### config.mk
export PLATFORM = sky130hd
export DESIGN_NAME = home_core_resolver
export DESIGN_NICKNAME = d
export VERILOG_FILES = /design/src/rtl/hcr_pkg.sv /design/src/rtl/hcr_thread_home.sv /design/src/rtl/hcr_stripe_map.sv /design/src/rtl/hcr_page_binder.sv /design/src/rtl/home_core_resolver.sv
export SDC_FILE = /design/constraint.sdc
export NUM_CORES = 1
export LEC_CHECK = 0
export ABC_AREA = 0
export BUFFER_PORTS_ARGS = -buffer_cell sky130_fd_sc_hd__buf_4
export CORE_ASPECT_RATIO = 0.9
export CORE_MARGIN = 1.5
export CORE_UTILIZATION = 55
export CTS_BUF_LIST = sky130_fd_sc_hd__clkbuf_4
export DETAILED_ROUTE_END_ITERATION = 10
export PLACE_DENSITY = 0.81
export REMOVE_ABC_BUFFERS = 1
export SLEW_MARGIN = 20
export SYNTH_ARGS = -nofsm -noshare
export SYNTH_HDL_FRONTEND = slang
export SYNTH_HIERARCHICAL = 1
export SYNTH_SLANG_ARGS = --single-unit
### constraint.sdc
create_clock -name clk -period 5.1 [get_ports clk]
set_input_delay 1.02 -clock clk [delete_from_list [all_inputs] [get_ports clk]]
set_output_delay 1.02 -clock clk [all_outputs]
set_load 0.02 [all_outputs]
### src/rtl/hcr_pkg.sv
package hcr_pkg;
  typedef enum logic {
    MAP_STRIPED     = 1'b0,
    MAP_FIRST_TOUCH = 1'b1
  } map_mode_e;
endpackage

### src/rtl/hcr_thread_home.sv
module hcr_thread_home #(
  parameter int NUM_THREADS = 8,
  parameter int CORE_W      = 4,
  localparam int THREAD_W   = (NUM_THREADS > 1) ? $clog2(NUM_THREADS) : 1
) (
  input  logic                clk,
  input  logic                rst_n,
  input  logic                wr_en,
  input  logic [THREAD_W-1:0] wr_thread,
  input  logic [CORE_W-1:0]   wr_core,
  input  logic [THREAD_W-1:0] rd_thread,
  output logic [CORE_W-1:0]   rd_core
);
  logic [CORE_W-1:0] home_q [NUM_THREADS];

  for (genvar t = 0; t < NUM_THREADS; t++) begin : g_thr
    always_ff @(posedge clk) begin
      if (!rst_n) home_q[t] <= '0;
      else if (wr_en && (wr_thread == THREAD_W'(t))) home_q[t] <= wr_core;
    end
  end

  always_comb begin
    rd_core = '0;
    for (int t = 0; t < NUM_THREADS; t++)
      if (rd_thread == THREAD_W'(t)) rd_core = home_q[t];
  end
endmodule

### src/rtl/hcr_stripe_map.sv
module hcr_stripe_map #(
  parameter int PN_W      = 20,
  parameter int NUM_CORES = 16,
  localparam int CORE_W   = $clog2(NUM_CORES)
) (
  input  logic [PN_W-1:0]   page,
  output logic [CORE_W-1:0] core
);
  if ((NUM_CORES & (NUM_CORES - 1)) == 0) begin : g_pow2
    logic [PN_W-1:0] rem;
    assign rem  = page & PN_W'(NUM_CORES - 1);
    assign core = rem[CORE_W-1:0];
  end else begin : g_mod
    logic [PN_W-1:0] rem;
    assign rem  = page % PN_W'(NUM_CORES);
    assign core = rem[CORE_W-1:0];
  end
endmodule

### src/rtl/hcr_page_binder.sv
module hcr_page_binder #(
  parameter int PN_W       = 20,
  parameter int CORE_W     = 4,
  parameter int FT_ENTRIES = 4
) (
  input  logic              clk,
  input  logic              rst_n,
  input  logic [PN_W-1:0]   look_page,
  input  logic [CORE_W-1:0] thread_home,
  input  logic [CORE_W-1:0] fallback_home,
  input  logic              bind_en,
  output logic [CORE_W-1:0] home,
  output logic              mapped,
  output logic              full
);
  logic [FT_ENTRIES-1:0] valid_q;
  logic [PN_W-1:0]       tag_q  [FT_ENTRIES];
  logic [CORE_W-1:0]     core_q [FT_ENTRIES];

  logic [CORE_W-1:0] found_core;
  logic [FT_ENTRIES-1:0] free_oh;

  always_comb begin
    mapped     = 1'b0;
    found_core = '0;
    for (int i = 0; i < FT_ENTRIES; i++) begin
      if (valid_q[i] && tag_q[i] == look_page) begin
        mapped     = 1'b1;
        found_core = found_core | core_q[i];
      end
    end
  end

  always_comb begin
    logic taken;
    taken   = 1'b0;
    free_oh = '0;
    for (int i = 0; i < FT_ENTRIES; i++) begin
      if (!valid_q[i] && !taken) begin
        free_oh[i] = 1'b1;
        taken      = 1'b1;
      end
    end
  end

  assign full = &valid_q;
  assign home = mapped ? found_core : (full ? fallback_home : thread_home);

  for (genvar i = 0; i < FT_ENTRIES; i++) begin : g_ent
    always_ff @(posedge clk) begin
      if (!rst_n) begin
        valid_q[i] <= 1'b0;
        tag_q[i]   <= '0;
        core_q[i]  <= '0;
      end else if (bind_en && free_oh[i]) begin
        valid_q[i] <= 1'b1;
        tag_q[i]   <= look_page;
        core_q[i]  <= thread_home;
      end
    end

    // once bound, an entry never changes until reset
    assert_binding_sticky_R6: assert property (@(posedge clk) disable iff (!rst_n)
      valid_q[i] |=> (valid_q[i] && $stable(tag_q[i]) && $stable(core_q[i])));
  end

  // no binding is requested while the table is full or the page is present
  assert_no_bind_when_full_R9: assert property (@(posedge clk) disable iff (!rst_n)
    bind_en |-> (!full && !mapped));

  // a binding makes the page present on the next cycle
  assert_bind_lands_R5: assert property (@(posedge clk) disable iff (!rst_n)
    bind_en |=> ($countones(valid_q) == $countones($past(valid_q)) + 1));
endmodule

### src/rtl/home_core_resolver.sv
module home_core_resolver #(
  parameter int ADDR_W      = 32,
  parameter int PAGE_BITS   = 12,
  parameter int NUM_CORES   = 16,
  parameter int NUM_THREADS = 8,
  parameter int FT_ENTRIES  = 4,
  localparam int CORE_W     = $clog2(NUM_CORES),
  localparam int THREAD_W   = (NUM_THREADS > 1) ? $clog2(NUM_THREADS) : 1,
  localparam int PN_W       = ADDR_W - PAGE_BITS
) (
  input  logic                clk,
  input  logic                rst_n,
  input  logic                mode,
  input  logic                cfg_we,
  input  logic [THREAD_W-1:0] cfg_thread,
  input  logic [CORE_W-1:0]   cfg_core,
  input  logic                req_valid,
  output logic                req_ready,
  input  logic [ADDR_W-1:0]   req_addr,
  input  logic [THREAD_W-1:0] req_thread,
  input  logic [CORE_W-1:0]   cur_core,
  output logic                rsp_valid,
  input  logic                rsp_ready,
  output logic                rsp_hit,
  output logic                rsp_miss,
  output logic [CORE_W-1:0]   rsp_dest
);
  import hcr_pkg::*;

  map_mode_e         mode_e;
  logic [PN_W-1:0]   page;
  logic [CORE_W-1:0] thread_home, stripe_home, ft_home, home_now;
  logic              ft_mapped, ft_full, accept, bind_en;

  logic              rsp_valid_q, rsp_hit_q;
  logic [CORE_W-1:0] rsp_dest_q;

  assign mode_e = map_mode_e'(mode);
  assign page   = req_addr[ADDR_W-1:PAGE_BITS];

  hcr_thread_home #(.NUM_THREADS(NUM_THREADS), .CORE_W(CORE_W)) u_homes (
    .clk(clk), .rst_n(rst_n),
    .wr_en(cfg_we), .wr_thread(cfg_thread), .wr_core(cfg_core),
    .rd_thread(req_thread), .rd_core(thread_home)
  );

  hcr_stripe_map #(.PN_W(PN_W), .NUM_CORES(NUM_CORES)) u_stripe (
    .page(page), .core(stripe_home)
  );

  hcr_page_binder #(.PN_W(PN_W), .CORE_W(CORE_W), .FT_ENTRIES(FT_ENTRIES)) u_binder (
    .clk(clk), .rst_n(rst_n),
    .look_page(page), .thread_home(thread_home), .fallback_home(stripe_home),
    .bind_en(bind_en), .home(ft_home), .mapped(ft_mapped), .full(ft_full)
  );

  assign req_ready = !rsp_valid_q || rsp_ready;
  assign accept    = req_valid && req_ready;
  assign bind_en   = accept && (mode_e == MAP_FIRST_TOUCH) && !ft_mapped && !ft_full;
  assign home_now  = (mode_e == MAP_FIRST_TOUCH) ? ft_home : stripe_home;

  always_ff @(posedge clk) begin
    if (!rst_n) begin
      rsp_valid_q <= 1'b0;
      rsp_hit_q   <= 1'b0;
      rsp_dest_q  <= '0;
    end else if (accept) begin
      rsp_valid_q <= 1'b1;
      rsp_hit_q   <= (home_now == cur_core);
      rsp_dest_q  <= home_now;
    end else if (rsp_ready) begin
      rsp_valid_q <= 1'b0;
    end
  end

  assign rsp_valid = rsp_valid_q;
  assign rsp_hit   = rsp_valid_q && rsp_hit_q;
  assign rsp_miss  = rsp_valid_q && !rsp_hit_q;
  assign rsp_dest  = rsp_dest_q;

  // exactly one verdict with a response, none without
  assert_one_verdict_R11: assert property (@(posedge clk) disable iff (!rst_n)
    rsp_valid |-> $onehot({rsp_hit, rsp_miss}));
  assert_quiet_when_idle_R11: assert property (@(posedge clk) disable iff (!rst_n)
    !rsp_valid |-> (!rsp_hit && !rsp_miss));

  // a stalled response is held and blocks new requests
  assert_hold_under_stall_R8: assert property (@(posedge clk) disable iff (!rst_n)
    (rsp_valid && !rsp_ready) |=> (rsp_valid && $stable(rsp_dest) && $stable(rsp_hit)));
  assert_stall_blocks_R8: assert property (@(posedge clk) disable iff (!rst_n)
    (rsp_valid && !rsp_ready) |-> !req_ready);

  // an accepted request yields a response on the next cycle
  assert_one_cycle_latency_R7: assert property (@(posedge clk) disable iff (!rst_n)
    (req_valid && req_ready) |=> rsp_valid);

  // striped mode never binds pages
  assert_striped_no_bind_R10: assert property (@(posedge clk) disable iff (!rst_n)
    (mode_e == MAP_STRIPED) |-> !bind_en);
endmodule

==> flow_summary.html, run 1 <==
<table>
<tr><th>Metric</th><th>Value</th></tr>
<tr><th colspan="2">STA</th></tr>
<tr><td>Worst clock skew</td><td>21.55 ps</td></tr>
<tr><td>RSZ-0062 raised after global routing</td><td>false</td></tr>
<tr><td>Final setup slack of the worst path</td><td>approximately 1600 ps</td></tr>
<tr><td>Transition time of the tightest slew-check pin</td><td>a little over 1000 ps</td></tr>
<tr><td>Final count of pins violating max slew</td><td>0</td></tr>
<tr><td>Fmax achieved</td><td>between 0.2 and 0.3 GHz</td></tr>
<tr><td>Clock period minus worst slack</td><td>roughly 3500 ps</td></tr>
<tr><td>Final total negative setup slack</td><td>0 ps</td></tr>
<tr><td>Final hold violation count</td><td>0</td></tr>
<tr><td>Period Utilization, post-route</td><td>0.6846</td></tr>
<tr><td>Worst relative slew slack</td><td>0.3136</td></tr>
<tr><td># setup viols final</td><td>0</td></tr>
<tr><td>Final worst hold slack</td><td>512.1 ps</td></tr>
<tr><th colspan="2">Clocking</th></tr>
<tr><td>Root Driver</td><td>sky130_fd_sc_hd__clkbuf_4</td></tr>
<tr><td>Number of instances resized during post-cts repair</td><td>0</td></tr>
<tr><td>CTS buffer count</td><td>17</td></tr>
<tr><td># H-tree levels</td><td>4</td></tr>
<tr><td>TritonCTS clock tree</td><td>built</td></tr>
<tr><td>Clock transition at path regs</td><td>90 ps</td></tr>
<tr><td>Number of hold buffers added after CTS</td><td>0</td></tr>
<tr><td>Post-CTS Setup Repair Bufs</td><td>0</td></tr>
<tr><td>Clock insertion delay at the later pin of the skew report</td><td>540 ps</td></tr>
<tr><td>Clock Tree Buf Depth</td><td>2</td></tr>
<tr><td>Number of clock sinks</td><td>138</td></tr>
<tr><th colspan="2">Worst setup path</th></tr>
<tr><td>Worst setup slack for register-to-register paths</td><td>about 1800 ps</td></tr>
<tr><td>Critical path startpoint</td><td>req_addr[18]</td></tr>
<tr><td>Cell class contributing the biggest share of worst-path delay</td><td>compound AO/OA/AOI/OAI gates</td></tr>
<tr><td>Number of cells on the worst reg-to-reg path</td><td>9</td></tr>
<tr><td>Count of buffer and inverter cells on the critical path</td><td>1</td></tr>
<tr><td>Worst path max stage delay</td><td>about 700 ps</td></tr>
<tr><td>Worst EP required</td><td>between 5000 and 6000 ps</td></tr>
<tr><td>Category of the critical setup timing path</td><td>in2reg</td></tr>
<tr><td>R2R Path Start</td><td>u_binder/tag_q[0][6]$_SDFFCE_PN0P_</td></tr>
<tr><td>CP endpoint</td><td>u_binder/core_q[0][2]$_SDFFCE_PN0P_</td></tr>
<tr><td>Category of the worst setup path launch point</td><td>input pin</td></tr>
<tr><td>Endpoint class of the critical path</td><td>register</td></tr>
<tr><td>Critical path peak fanout</td><td>24</td></tr>
<tr><td>Cell with the largest stage delay on the worst path</td><td>sky130_fd_sc_hd__a2111oi_2</td></tr>
<tr><td>Total stage count of the critical path</td><td>10</td></tr>
<tr><td>Reg-to-Reg End</td><td>u_binder/core_q[0][2]$_SDFFCE_PN0P_</td></tr>
<tr><td>Cell-by-cell listing of the critical path</td><td>buf_4, xor2_1, a2111o_1, a2111oi_2, a22oi_2, nand2_4, nor2_1, and3_2, and3_1, and2_1</td></tr>
<tr><td>Arrival time worst endpoint</td><td>between 3000 and 4000 ps</td></tr>
<tr><th colspan="2">Logic synthesis</th></tr>
<tr><td>Number of instances in the synthesized netlist</td><td>between 500 and 600</td></tr>
<tr><td>Number of unique standard cell types used by synthesis</td><td>50</td></tr>
<tr><td>Synthesized area per cell</td><td>about 12 µm²</td></tr>
<tr><td>Flip-flop and latch count after synthesis</td><td>138</td></tr>
<tr><td>Mux contribution to synthesized area</td><td>0.02908</td></tr>
<tr><td>Adder-cell share of the synthesized area</td><td>0</td></tr>
<tr><td>Post-synthesis sequential area ratio</td><td>0.5732</td></tr>
<tr><td>Yosys Warn Count</td><td>6</td></tr>
<tr><td>Simple-gate share of the synthesized area</td><td>0.2085</td></tr>
<tr><td>Main combinational cell family by area after synthesis</td><td>simple AND/OR/NAND/NOR gates</td></tr>
<tr><td>Cell area after technology mapping</td><td>7056 µm²</td></tr>
<tr><td>Fraction of synthesized cell area in xor and xnor cells</td><td>0.09310</td></tr>
<tr><td>Compound-Gate Fraction of Synth Area</td><td>0.05728</td></tr>
<tr><th colspan="2">Power</th></tr>
<tr><td>Clock network fraction of total power</td><td>0.313</td></tr>
<tr><td>Logic gate share of total power</td><td>0.108</td></tr>
<tr><td>Sequential fraction of design power</td><td>0.579</td></tr>
<tr><td>Power density relative to cell area</td><td>293.3 nW/µm²</td></tr>
<tr><td>Switching part of the total</td><td>0.2407</td></tr>
<tr><td>Power spent charging and discharging nets</td><td>between 500 and 600 µW</td></tr>
<tr><td>VDD IR-drop max</td><td>approximately 0.19 mV</td></tr>
<tr><td>Cell leakage power</td><td>between 2 and 3 nW</td></tr>
<tr><td>Internal power</td><td>1.725 mW</td></tr>
<tr><th colspan="2">Routing</th></tr>
<tr><td>Per-cell routed wire length</td><td>17.52 µm</td></tr>
<tr><td>ANT nets after route</td><td>0</td></tr>
<tr><td>Iteration count of the initial detailed-routing pass</td><td>5</td></tr>
<tr><td>Number of DRC violations after detailed routing</td><td>0</td></tr>
<tr><td>Via-per-instance ratio</td><td>~5.6</td></tr>
<tr><td>DRC violation total after the first TritonRoute iteration</td><td>around 330</td></tr>
<tr><td>Vias after detailed routing</td><td>4332</td></tr>
<tr><td>Sum of routed wire length over all layers</td><td>13650 µm</td></tr>
<tr><th colspan="2">Global route</th></tr>
<tr><td>Aggregate global-route resource usage</td><td>0.2177</td></tr>
<tr><td>First-pass GRT wire length</td><td>~22000 µm</td></tr>
<tr><td>Grt total ovfl</td><td>0</td></tr>
<tr><td>Antenna violations before repair</td><td>0</td></tr>
<tr><td>Via count of the first global-routing pass</td><td>4273</td></tr>
<tr><td>Pin count of the biggest net entering global routing</td><td>29</td></tr>
<tr><th colspan="2">Place</th></tr>
<tr><td>Worst-case setup slack after placement</td><td>1116 ps</td></tr>
<tr><td>GPL Wtd Cong</td><td>roughly 0.85</td></tr>
<tr><td>Total of buffers placed on input and output ports</td><td>47</td></tr>
<tr><td>Cell total after placement</td><td>between 700 and 800</td></tr>
<tr><td>Post-detail-place hpwl</td><td>around 9400 µm</td></tr>
<tr><th colspan="2">Final layout</th></tr>
<tr><td>Area added between synthesis and finish</td><td>9.807%</td></tr>
<tr><td>Number of inserted diodes</td><td>0</td></tr>
<tr><td>Commonest cells after routing, fill and taps aside</td><td>sky130_fd_sc_hd__and2_1 (128), sky130_fd_sc_hd__edfxtp_1 (128), sky130_fd_sc_hd__xnor2_1 (64), sky130_fd_sc_hd__buf_4 (50)</td></tr>
<tr><td>Post-layout instance count excluding filler cells</td><td>a little under 800</td></tr>
<tr><td>Final net count</td><td>around 650</td></tr>
<tr><td>Share of cells above drive strength 1</td><td>0.1789</td></tr>
<tr><th colspan="2">Min path</th></tr>
<tr><td>WHS Path Cells</td><td>1</td></tr>
<tr><td>Hold WC Path Type</td><td>reg2reg</td></tr>
<tr><td>Beginning of the worst hold path</td><td>rsp_dest[2]$_SDFFE_PN0P_</td></tr>
<tr><th colspan="2">Die</th></tr>
<tr><td>FP Rows</td><td>39</td></tr>
<tr><td>Core outline area</td><td>~13000 µm²</td></tr>
<tr><td>Die extent in y</td><td>110.5 µm</td></tr>
<tr><td>Die boundary width</td><td>approximately 120 µm</td></tr>
<tr><td>Initial cell density of the core</td><td>0.5604</td></tr>
<tr><td>Overall die area</td><td>13520 µm²</td></tr>
<tr><td>Number of placed I/O pins</td><td>60</td></tr>
<tr><th colspan="2">Run status</th></tr>
<tr><td>Status</td><td>complete, no violations</td></tr>
<tr><th colspan="2">Flow run</th></tr>
<tr><td>Count of maximum capacitance violations</td><td>0</td></tr>
</table>
-- synth_stat cells, drive strengths merged --
library cell / count / area (µm²)
o211ai: 4 / 30.03
nand2b: 8 / 50.05
clkbuf: 21 / 78.83
dfxtp: 10 / 200.2
clkinvlp: 1 / 7.510
o21ai: 19 / 95.09
and2b: 4 / 30.03
and3: 2 / 13.77
a21boi: 4 / 30.03
and2: 130 / 815.8
edfxtp: 128 / 3844
xor2: 11 / 96.34
buf: 19 / 146.4
a22oi: 2 / 25.02
xnor2: 64 / 560.5
o221ai: 3 / 26.28
nand4: 20 / 137.6
inv: 11 / 41.29
nand2: 22 / 90.09
and3b: 3 / 26.28
o2bb2ai: 3 / 26.28
nor3b: 3 / 22.52
o311ai: 1 / 8.760
a21oi: 4 / 20.02
nand3: 22 / 115.1
nor4: 4 / 58.81
nor2b: 7 / 43.79
o21a: 1 / 7.510
mux2i: 13 / 130.1
nor2: 7 / 26.28
nand3b: 2 / 15.01
a2111oi: 3 / 45.04
o211a: 4 / 40.04
mux2: 5 / 75.07
o31ai: 2 / 15.01
nor3: 3 / 26.28
a2111o: 3 / 35.03
-- sequential cells by signal, indices dropped and copies added, names as in the netlist --
signal and cells:
u_homes/home_q 32, u_binder/valid_q 4, rsp_dest 4, rsp_valid 1
u_binder/tag_q 80, rsp_hit_q 1, u_binder/core_q 16
-- cell type report --
cell class	instances	area [µm²]
clock buffers	17	127.6
clock inverters	15	157.7
fillers	988	4842
inverters	12	48.80
multi-input cells	383	2789
flip-flops and latches	138	4044
well taps	164	205.2
repair buffers	50	375.4
-- per-stage QoR --
stage | power (mW) | area, µm² | utilization
finish | 2.272 | 7747 | 0.6154
global route | 2.362 | 7747 | 0.6154
CTS | 2.286 | 7732 | 0.6142
detailed placement | 1.586 | 7447 | 0.5915
global placement | 1.573 | 7441 | 0.5910
floorplan | 1.477 | 6830 | -
-- worst reg2reg max path, cell delays in order (launching register included) --
cell and delay, ps:
sky130_fd_sc_hd__edfxtp_1 390, sky130_fd_sc_hd__xor2_1 170, sky130_fd_sc_hd__a2111o_1 400, sky130_fd_sc_hd__a2111oi_2 700, sky130_fd_sc_hd__a22oi_2 220, sky130_fd_sc_hd__nand2_4 160, sky130_fd_sc_hd__nor2_1 50, sky130_fd_sc_hd__and3_2 250
sky130_fd_sc_hd__and3_1 410, sky130_fd_sc_hd__and2_1 280
-- worst min path at each step --
stage	slack, ps	to
after global routing	540	rsp_dest[2]$_SDFFE_PN0P_
final	510	rsp_dest[2]$_SDFFE_PN0P_
after floorplan	500	u_binder/valid_q[3]$_SDFFE_PN0P_
after CTS	510	rsp_dest[2]$_SDFFE_PN0P_
after global placement	490	rsp_dest[2]$_SDFFE_PN0P_
after detailed placement	490	rsp_dest[2]$_SDFFE_PN0P_
-- cells by family (layout without fill, tap and decap cells) --
logic type      Yosys count  count (layout)
simple gates            237             237
flops                   138             138
xor+xnor                 75              75
compound gates           53              53
buf+inv                  52              94
mux                      18              18
-- power groups by stage --
stage | Sequential (mW) | Combinational (mW) | Clock [mW]
6_report | 1.32 | 0.244 | 0.712
5_1_grt | 1.32 | 0.268 | 0.772
4_1_cts | 1.32 | 0.245 | 0.724
3_5_place_dp | 1.34 | 0.244 | 0
3_3_place_gp | 1.34 | 0.234 | 0
2_1_floorplan | 1.34 | 0.135 | 0
-- per-layer routing --
layer  vias to the layer above  wire length (µm)  GRT usage
met5                         -                 0          0
met2                       110              6910     0.3657
met1                      2139              5892     0.2721
met3                        18               623    0.05269
met4                         0               219    0.07984
li1                       2065                 -          -
(Power assumes the default switching activity.)
==> run 2, diff against run 1 <==
--- a/config.mk
+++ b/config.mk
@@ -5,7 +5,7 @@
 export SDC_FILE = /design/constraint.sdc
 export NUM_CORES = 1
 export LEC_CHECK = 0
-export ABC_AREA = 0
+export ABC_AREA = 1
 export BUFFER_PORTS_ARGS = -buffer_cell sky130_fd_sc_hd__buf_4
 export CORE_ASPECT_RATIO = 0.9
 export CORE_MARGIN = 1.5
==> constraint.sdc (replaced) <==
create_clock -name clk -period 3.6 [get_ports clk]
set_input_delay 0.72 -clock clk [delete_from_list [all_inputs] [get_ports clk]]
set_output_delay 0.72 -clock clk [all_outputs]
set_load 0.02 [all_outputs]
==> run 2 against run 1 <==
  * Sequential power is 42% higher
  * Critical path depth is 6 higher
  * Register-to-register slack worse by 1000 ps
  * Routed wire length is 54% higher
  * First-iteration DRC count is 130% higher
  * Non-clock buffer count is 12 higher
  * Flip-flop and latch count stayed put
  * Total power is 49% higher
  * Synthesized cell count is 82% higher
  * Combinational power is 100% higher
  * Die area is 11% higher
  * Critical endpoint is now u_binder/tag_q[3][1]$_SDFFCE_PN0P_
  * Largest power group unchanged
==> flow_summary.html, run 2 <==
<table>
<tr><th>Metric</th><th>Value</th></tr>
<tr><th colspan="2">Run status</th></tr>
<tr><td>Status</td><td>complete, no violations</td></tr>
<tr><th colspan="2">Final layout</th></tr>
<tr><td>Final net count</td><td>1157 (+77%)</td></tr>
<tr><td>Area added between synthesis and finish</td><td>11.41%</td></tr>
<tr><td>Most common cell after layout, fill and taps aside</td><td>sky130_fd_sc_hd__nand2_1</td></tr>
<tr><td>Flip-flop count of the largest register, all copies and words added</td><td>80 (unchanged)</td></tr>
<tr><td>Commonest cells after routing, fill and taps aside</td><td>sky130_fd_sc_hd__nand2_1 (360), sky130_fd_sc_hd__nor2_1 (231), sky130_fd_sc_hd__edfxtp_1 (128), sky130_fd_sc_hd__inv_1 (115), sky130_fd_sc_hd__buf_4 (60)</td></tr>
<tr><td>Post-layout instance count excluding filler cells</td><td>1310 (+68%)</td></tr>
<tr><td>Number of inserted diodes</td><td>0 (unchanged)</td></tr>
<tr><td>Largest registers ranked by flip-flop count</td><td>u_binder/tag_q: 80 flops, u_homes/home_q: 32 flops, u_binder/core_q: 16 flops</td></tr>
<tr><td>Share of cells above drive strength 1</td><td>0.1397 (-0.03920)</td></tr>
<tr><td>Most flop-heavy register</td><td>u_binder/tag_q</td></tr>
<tr><th colspan="2">Clocking</th></tr>
<tr><td>Number of instances resized during post-cts repair</td><td>0 (unchanged)</td></tr>
<tr><td>Clock transition at path regs</td><td>120 ps (+30 ps)</td></tr>
<tr><td>Post-CTS Setup Repair Bufs</td><td>0 (unchanged)</td></tr>
<tr><td>Root Driver</td><td>sky130_fd_sc_hd__clkbuf_4</td></tr>
<tr><td>Number of clock sinks</td><td>138 (unchanged)</td></tr>
<tr><td>TritonCTS clock tree</td><td>built</td></tr>
<tr><td>Clock Tree Buf Depth</td><td>2 (unchanged)</td></tr>
<tr><td>CTS buffer count</td><td>17 (unchanged)</td></tr>
<tr><td>Clock insertion delay at the later pin of the skew report</td><td>570 ps (+30 ps)</td></tr>
<tr><td>Number of hold buffers added after CTS</td><td>0 (unchanged)</td></tr>
<tr><td># H-tree levels</td><td>4 (unchanged)</td></tr>
<tr><th colspan="2">Logic synthesis</th></tr>
<tr><td>Cell type with the largest total area after synthesis</td><td>sky130_fd_sc_hd__edfxtp_1</td></tr>
<tr><td>Cell area after technology mapping</td><td>7884 µm² (+12%)</td></tr>
<tr><td>Flip-flop and latch count after synthesis</td><td>138 (unchanged)</td></tr>
<tr><td>Number of unique standard cell types used by synthesis</td><td>32 (-36%)</td></tr>
<tr><td>Post-synthesis sequential area ratio</td><td>0.5129 (-0.06022)</td></tr>
<tr><td>Fraction of synthesized cell area taken by the top area cell type</td><td>0.4875 (-0.05724)</td></tr>
<tr><td>Leading cell types by count after synthesis</td><td>sky130_fd_sc_hd__nand2_1 (360), sky130_fd_sc_hd__nor2_1 (231), sky130_fd_sc_hd__edfxtp_1 (128)</td></tr>
<tr><td>Number of instances in the synthesized netlist</td><td>1043 (+82%)</td></tr>
<tr><td>Cell with the most instances after synthesis</td><td>sky130_fd_sc_hd__nand2_1</td></tr>
<tr><td>Most frequently used flop master after synthesis</td><td>sky130_fd_sc_hd__edfxtp_1</td></tr>
<tr><td>Share of async-settable or async-resettable flops after synthesis</td><td>0 (unchanged)</td></tr>
<tr><td>Synthesized area per cell</td><td>7.559 µm² (-39%)</td></tr>
<tr><td>Yosys Warn Count</td><td>6 (unchanged)</td></tr>
<tr><td>Cell types with the largest area share after synthesis</td><td>sky130_fd_sc_hd__edfxtp_1 (49%), sky130_fd_sc_hd__nand2_1 (17%), sky130_fd_sc_hd__nor2_1 (11%)</td></tr>
<tr><td>EDFF count, synth</td><td>128 (unchanged)</td></tr>
<tr><th colspan="2">Die</th></tr>
<tr><td>Core outline area</td><td>14000 µm² (+11%)</td></tr>
<tr><td>Die extent in y</td><td>116.6 µm (+5.6%)</td></tr>
<tr><td>Die boundary width</td><td>129.2 µm (+5.6%)</td></tr>
<tr><td>FP Rows</td><td>41 (+5.1%)</td></tr>
<tr><td>Initial cell density of the core</td><td>0.5629 (+0.002516)</td></tr>
<tr><td>Overall die area</td><td>15060 µm² (+11%)</td></tr>
<tr><td>Number of placed I/O pins</td><td>60 (unchanged)</td></tr>
<tr><th colspan="2">STA</th></tr>
<tr><td>Period Utilization, post-route</td><td>0.7837</td></tr>
<tr><td>Transition time of the tightest slew-check pin</td><td>584.0 ps (-441.1 ps)</td></tr>
<tr><td># setup viols final</td><td>0 (unchanged)</td></tr>
<tr><td>Clock period minus worst slack</td><td>about 2800 ps</td></tr>
<tr><td>Fmax achieved</td><td>between 0.3 and 0.4 GHz</td></tr>
<tr><td>Final worst hold slack</td><td>432.4 ps (-79.70 ps)</td></tr>
<tr><td>RSZ-0062 raised after global routing</td><td>false</td></tr>
<tr><td>Worst clock skew</td><td>25.16 ps (+3.611 ps)</td></tr>
<tr><td>Final hold violation count</td><td>0 (unchanged)</td></tr>
<tr><td>Final total negative setup slack</td><td>0 ps (unchanged)</td></tr>
<tr><td>Final setup slack of the worst path</td><td>778.8 ps (-830.0 ps)</td></tr>
<tr><td>Worst relative slew slack</td><td>0.6065 (+0.2929)</td></tr>
<tr><td>Final count of pins violating max slew</td><td>0 (unchanged)</td></tr>
<tr><th colspan="2">Worst setup path</th></tr>
<tr><td>Category of the critical setup timing path</td><td>reg2reg</td></tr>
<tr><td>Worst EP required</td><td>3850 ps (-1540 ps)</td></tr>
<tr><td>Worst path max stage delay</td><td>400 ps (-300 ps)</td></tr>
<tr><td>Cell class contributing the biggest share of worst-path delay</td><td>simple AND/OR/NAND/NOR gates</td></tr>
<tr><td>Count of buffer and inverter cells on the critical path</td><td>5 (+4)</td></tr>
<tr><td>Endpoint class of the critical path</td><td>register</td></tr>
<tr><td>Arrival time worst endpoint</td><td>3070 ps (-710 ps)</td></tr>
<tr><td>Category of the worst setup path launch point</td><td>register</td></tr>
<tr><td>Critical path peak fanout</td><td>13 (-46%)</td></tr>
<tr><td>Cell-by-cell listing of the critical path</td><td>inv_1, nand2_1, nand2_1, nor2_1, nand2_1, nor2_1, nand3_1, nand4_1, nor4_1, buf_4, inv_1, nor2_1, inv_1, nor3_2, or2_2, buf_4</td></tr>
<tr><td>Cell with the largest stage delay on the worst path</td><td>sky130_fd_sc_hd__edfxtp_1</td></tr>
<tr><th colspan="2">Power</th></tr>
<tr><td>Total power</td><td>3.378 mW (+49%)</td></tr>
<tr><td>Cell leakage power</td><td>4.120 nW (+45%)</td></tr>
<tr><td>Power density relative to cell area</td><td>384.6 nW/µm² (+31%)</td></tr>
<tr><td>VDD IR-drop max</td><td>0.2463 mV (+29%)</td></tr>
<tr><th colspan="2">Routing</th></tr>
<tr><td>Iteration count of the initial detailed-routing pass</td><td>5 (unchanged)</td></tr>
<tr><td>Vias after detailed routing</td><td>6951 (+60%)</td></tr>
<tr><td>ANT nets after route</td><td>0 (unchanged)</td></tr>
<tr><td>Sum of routed wire length over all layers</td><td>21040 µm (+54%)</td></tr>
<tr><td>DRC violation total after the first TritonRoute iteration</td><td>749 (+130%)</td></tr>
<tr><td>Number of DRC violations after detailed routing</td><td>0 (unchanged)</td></tr>
<tr><td>Via-per-instance ratio</td><td>5.306 (-4.6%)</td></tr>
<tr><td>Per-cell routed wire length</td><td>16.06 µm (-8.3%)</td></tr>
<tr><th colspan="2">Place</th></tr>
<tr><td>Total of buffers placed on input and output ports</td><td>47 (unchanged)</td></tr>
<tr><td>Worst-case setup slack after placement</td><td>345.4 ps (-770.5 ps)</td></tr>
<tr><td>GPL Wtd Cong</td><td>0.9856 (+16%)</td></tr>
<tr><td>Post-detail-place hpwl</td><td>15770 µm (+67%)</td></tr>
<tr><td>Cell total after placement</td><td>1279 (+71%)</td></tr>
<tr><th colspan="2">Global route</th></tr>
<tr><td>First-pass GRT wire length</td><td>32370 µm (+48%)</td></tr>
<tr><td>Aggregate global-route resource usage</td><td>0.2935 (+0.07579)</td></tr>
<tr><td>Via count of the first global-routing pass</td><td>6338 (+48%)</td></tr>
<tr><td>Antenna violations before repair</td><td>1 (+1)</td></tr>
<tr><td>Grt total ovfl</td><td>0 (unchanged)</td></tr>
<tr><td>Pin count of the biggest net entering global routing</td><td>31 (+6.9%)</td></tr>
<tr><th colspan="2">Min path</th></tr>
<tr><td>Hold WC Path Type</td><td>in2reg</td></tr>
<tr><th colspan="2">Flow run</th></tr>
<tr><td>Count of maximum capacitance violations</td><td>0 (unchanged)</td></tr>
</table>
[run 2: changes by cell type in the layout (fill, tap and decap cells not counted), sizes merged, moves of 6 or more]
cell    delta
nor2     +240
xor2      -11
nand4     +22
buf       +12
nor2b      -7
mux2i     -13
nand2    +348
xnor2     -60
a21oi      +6
and2     -129
nand3     +13
nand2b     -8
nor3       +6
inv      +132
[run 2: report_power, final]
group | switching, mW | leakage [nW] | internal [mW] | total, mW
Combinational | 0.339 | 2.59 | 0.152 | 0.491
Sequential | 0.0391 | 1.39 | 1.83 | 1.87
Clock | 0.606 | 0.143 | 0.411 | 1.02
[run 2: layer usage]
| metal | vias up | track usage | routed length (µm) |
|---|---|---|---|
| li1 | 3425 | - | - |
| met1 | 3175 | 0.4094 | 9143 |
| met5 | - | 0 | 0 |
| met3 | 36 | 0.06367 | 2271 |
| met2 | 315 | 0.4447 | 9110 |
| met4 | 0 | 0.1281 | 517 |
[run 2: worst min-delay path: stages]
cell and delay (ps):
sky130_fd_sc_hd__buf_4 80, sky130_fd_sc_hd__inv_1 30, sky130_fd_sc_hd__nand2_1 80, sky130_fd_sc_hd__a21oi_1 70
[run 2: area by class of cell]
| cell class | count | area (µm²) |
|---|---|---|
| Clock buffer | 17 | 127.6 |
| Inverter | 142 | 543.0 |
| Tap cell | 193 | 241.5 |
| Timing Repair Buffer | 62 | 490.5 |
| Multi-Input combinational cell | 744 | 3186 |
| Fill cell | 1229 | 5221 |
| Clock inverter | 14 | 151.4 |
| Sequential cell | 138 | 4044 |
[run 2: logic make-up (layout without fill, tap and decap cells)]
group / Yosys count / in the layout / share of synthesized area
compound gates: 31 / 31 / 0.02047
xor+xnor: 4 / 4 / 0.004443
buf+inv: 161 / 235 / 0.08443
flops: 138 / 138 / 0.5129
simple gates: 709 / 709 / 0.3777
[run 2: final timing paths]
path	from	to	cells after the start	slack [ps]
max	u_binder/tag_q[3][15]$_SDFFCE_PN0P_	u_binder/tag_q[3][1]$_SDFFCE_PN0P_	16	780
min	rsp_ready	rsp_valid$_SDFFE_PN0P_	4	430
max reg2reg	u_binder/tag_q[3][15]$_SDFFCE_PN0P_	u_binder/tag_q[3][1]$_SDFFCE_PN0P_	16	780
min reg2reg	rsp_dest[2]$_SDFFE_PN0P_	rsp_dest[2]$_SDFFE_PN0P_	2	510
[run 2: per-stage QoR]
stage / util / instance area (µm²)
floorplan: - / 7761
detailed placement: 0.6073 / 8504
global placement: 0.6073 / 8504
finish: 0.6272 / 8783
CTS: 0.6272 / 8783
global route: 0.6272 / 8783
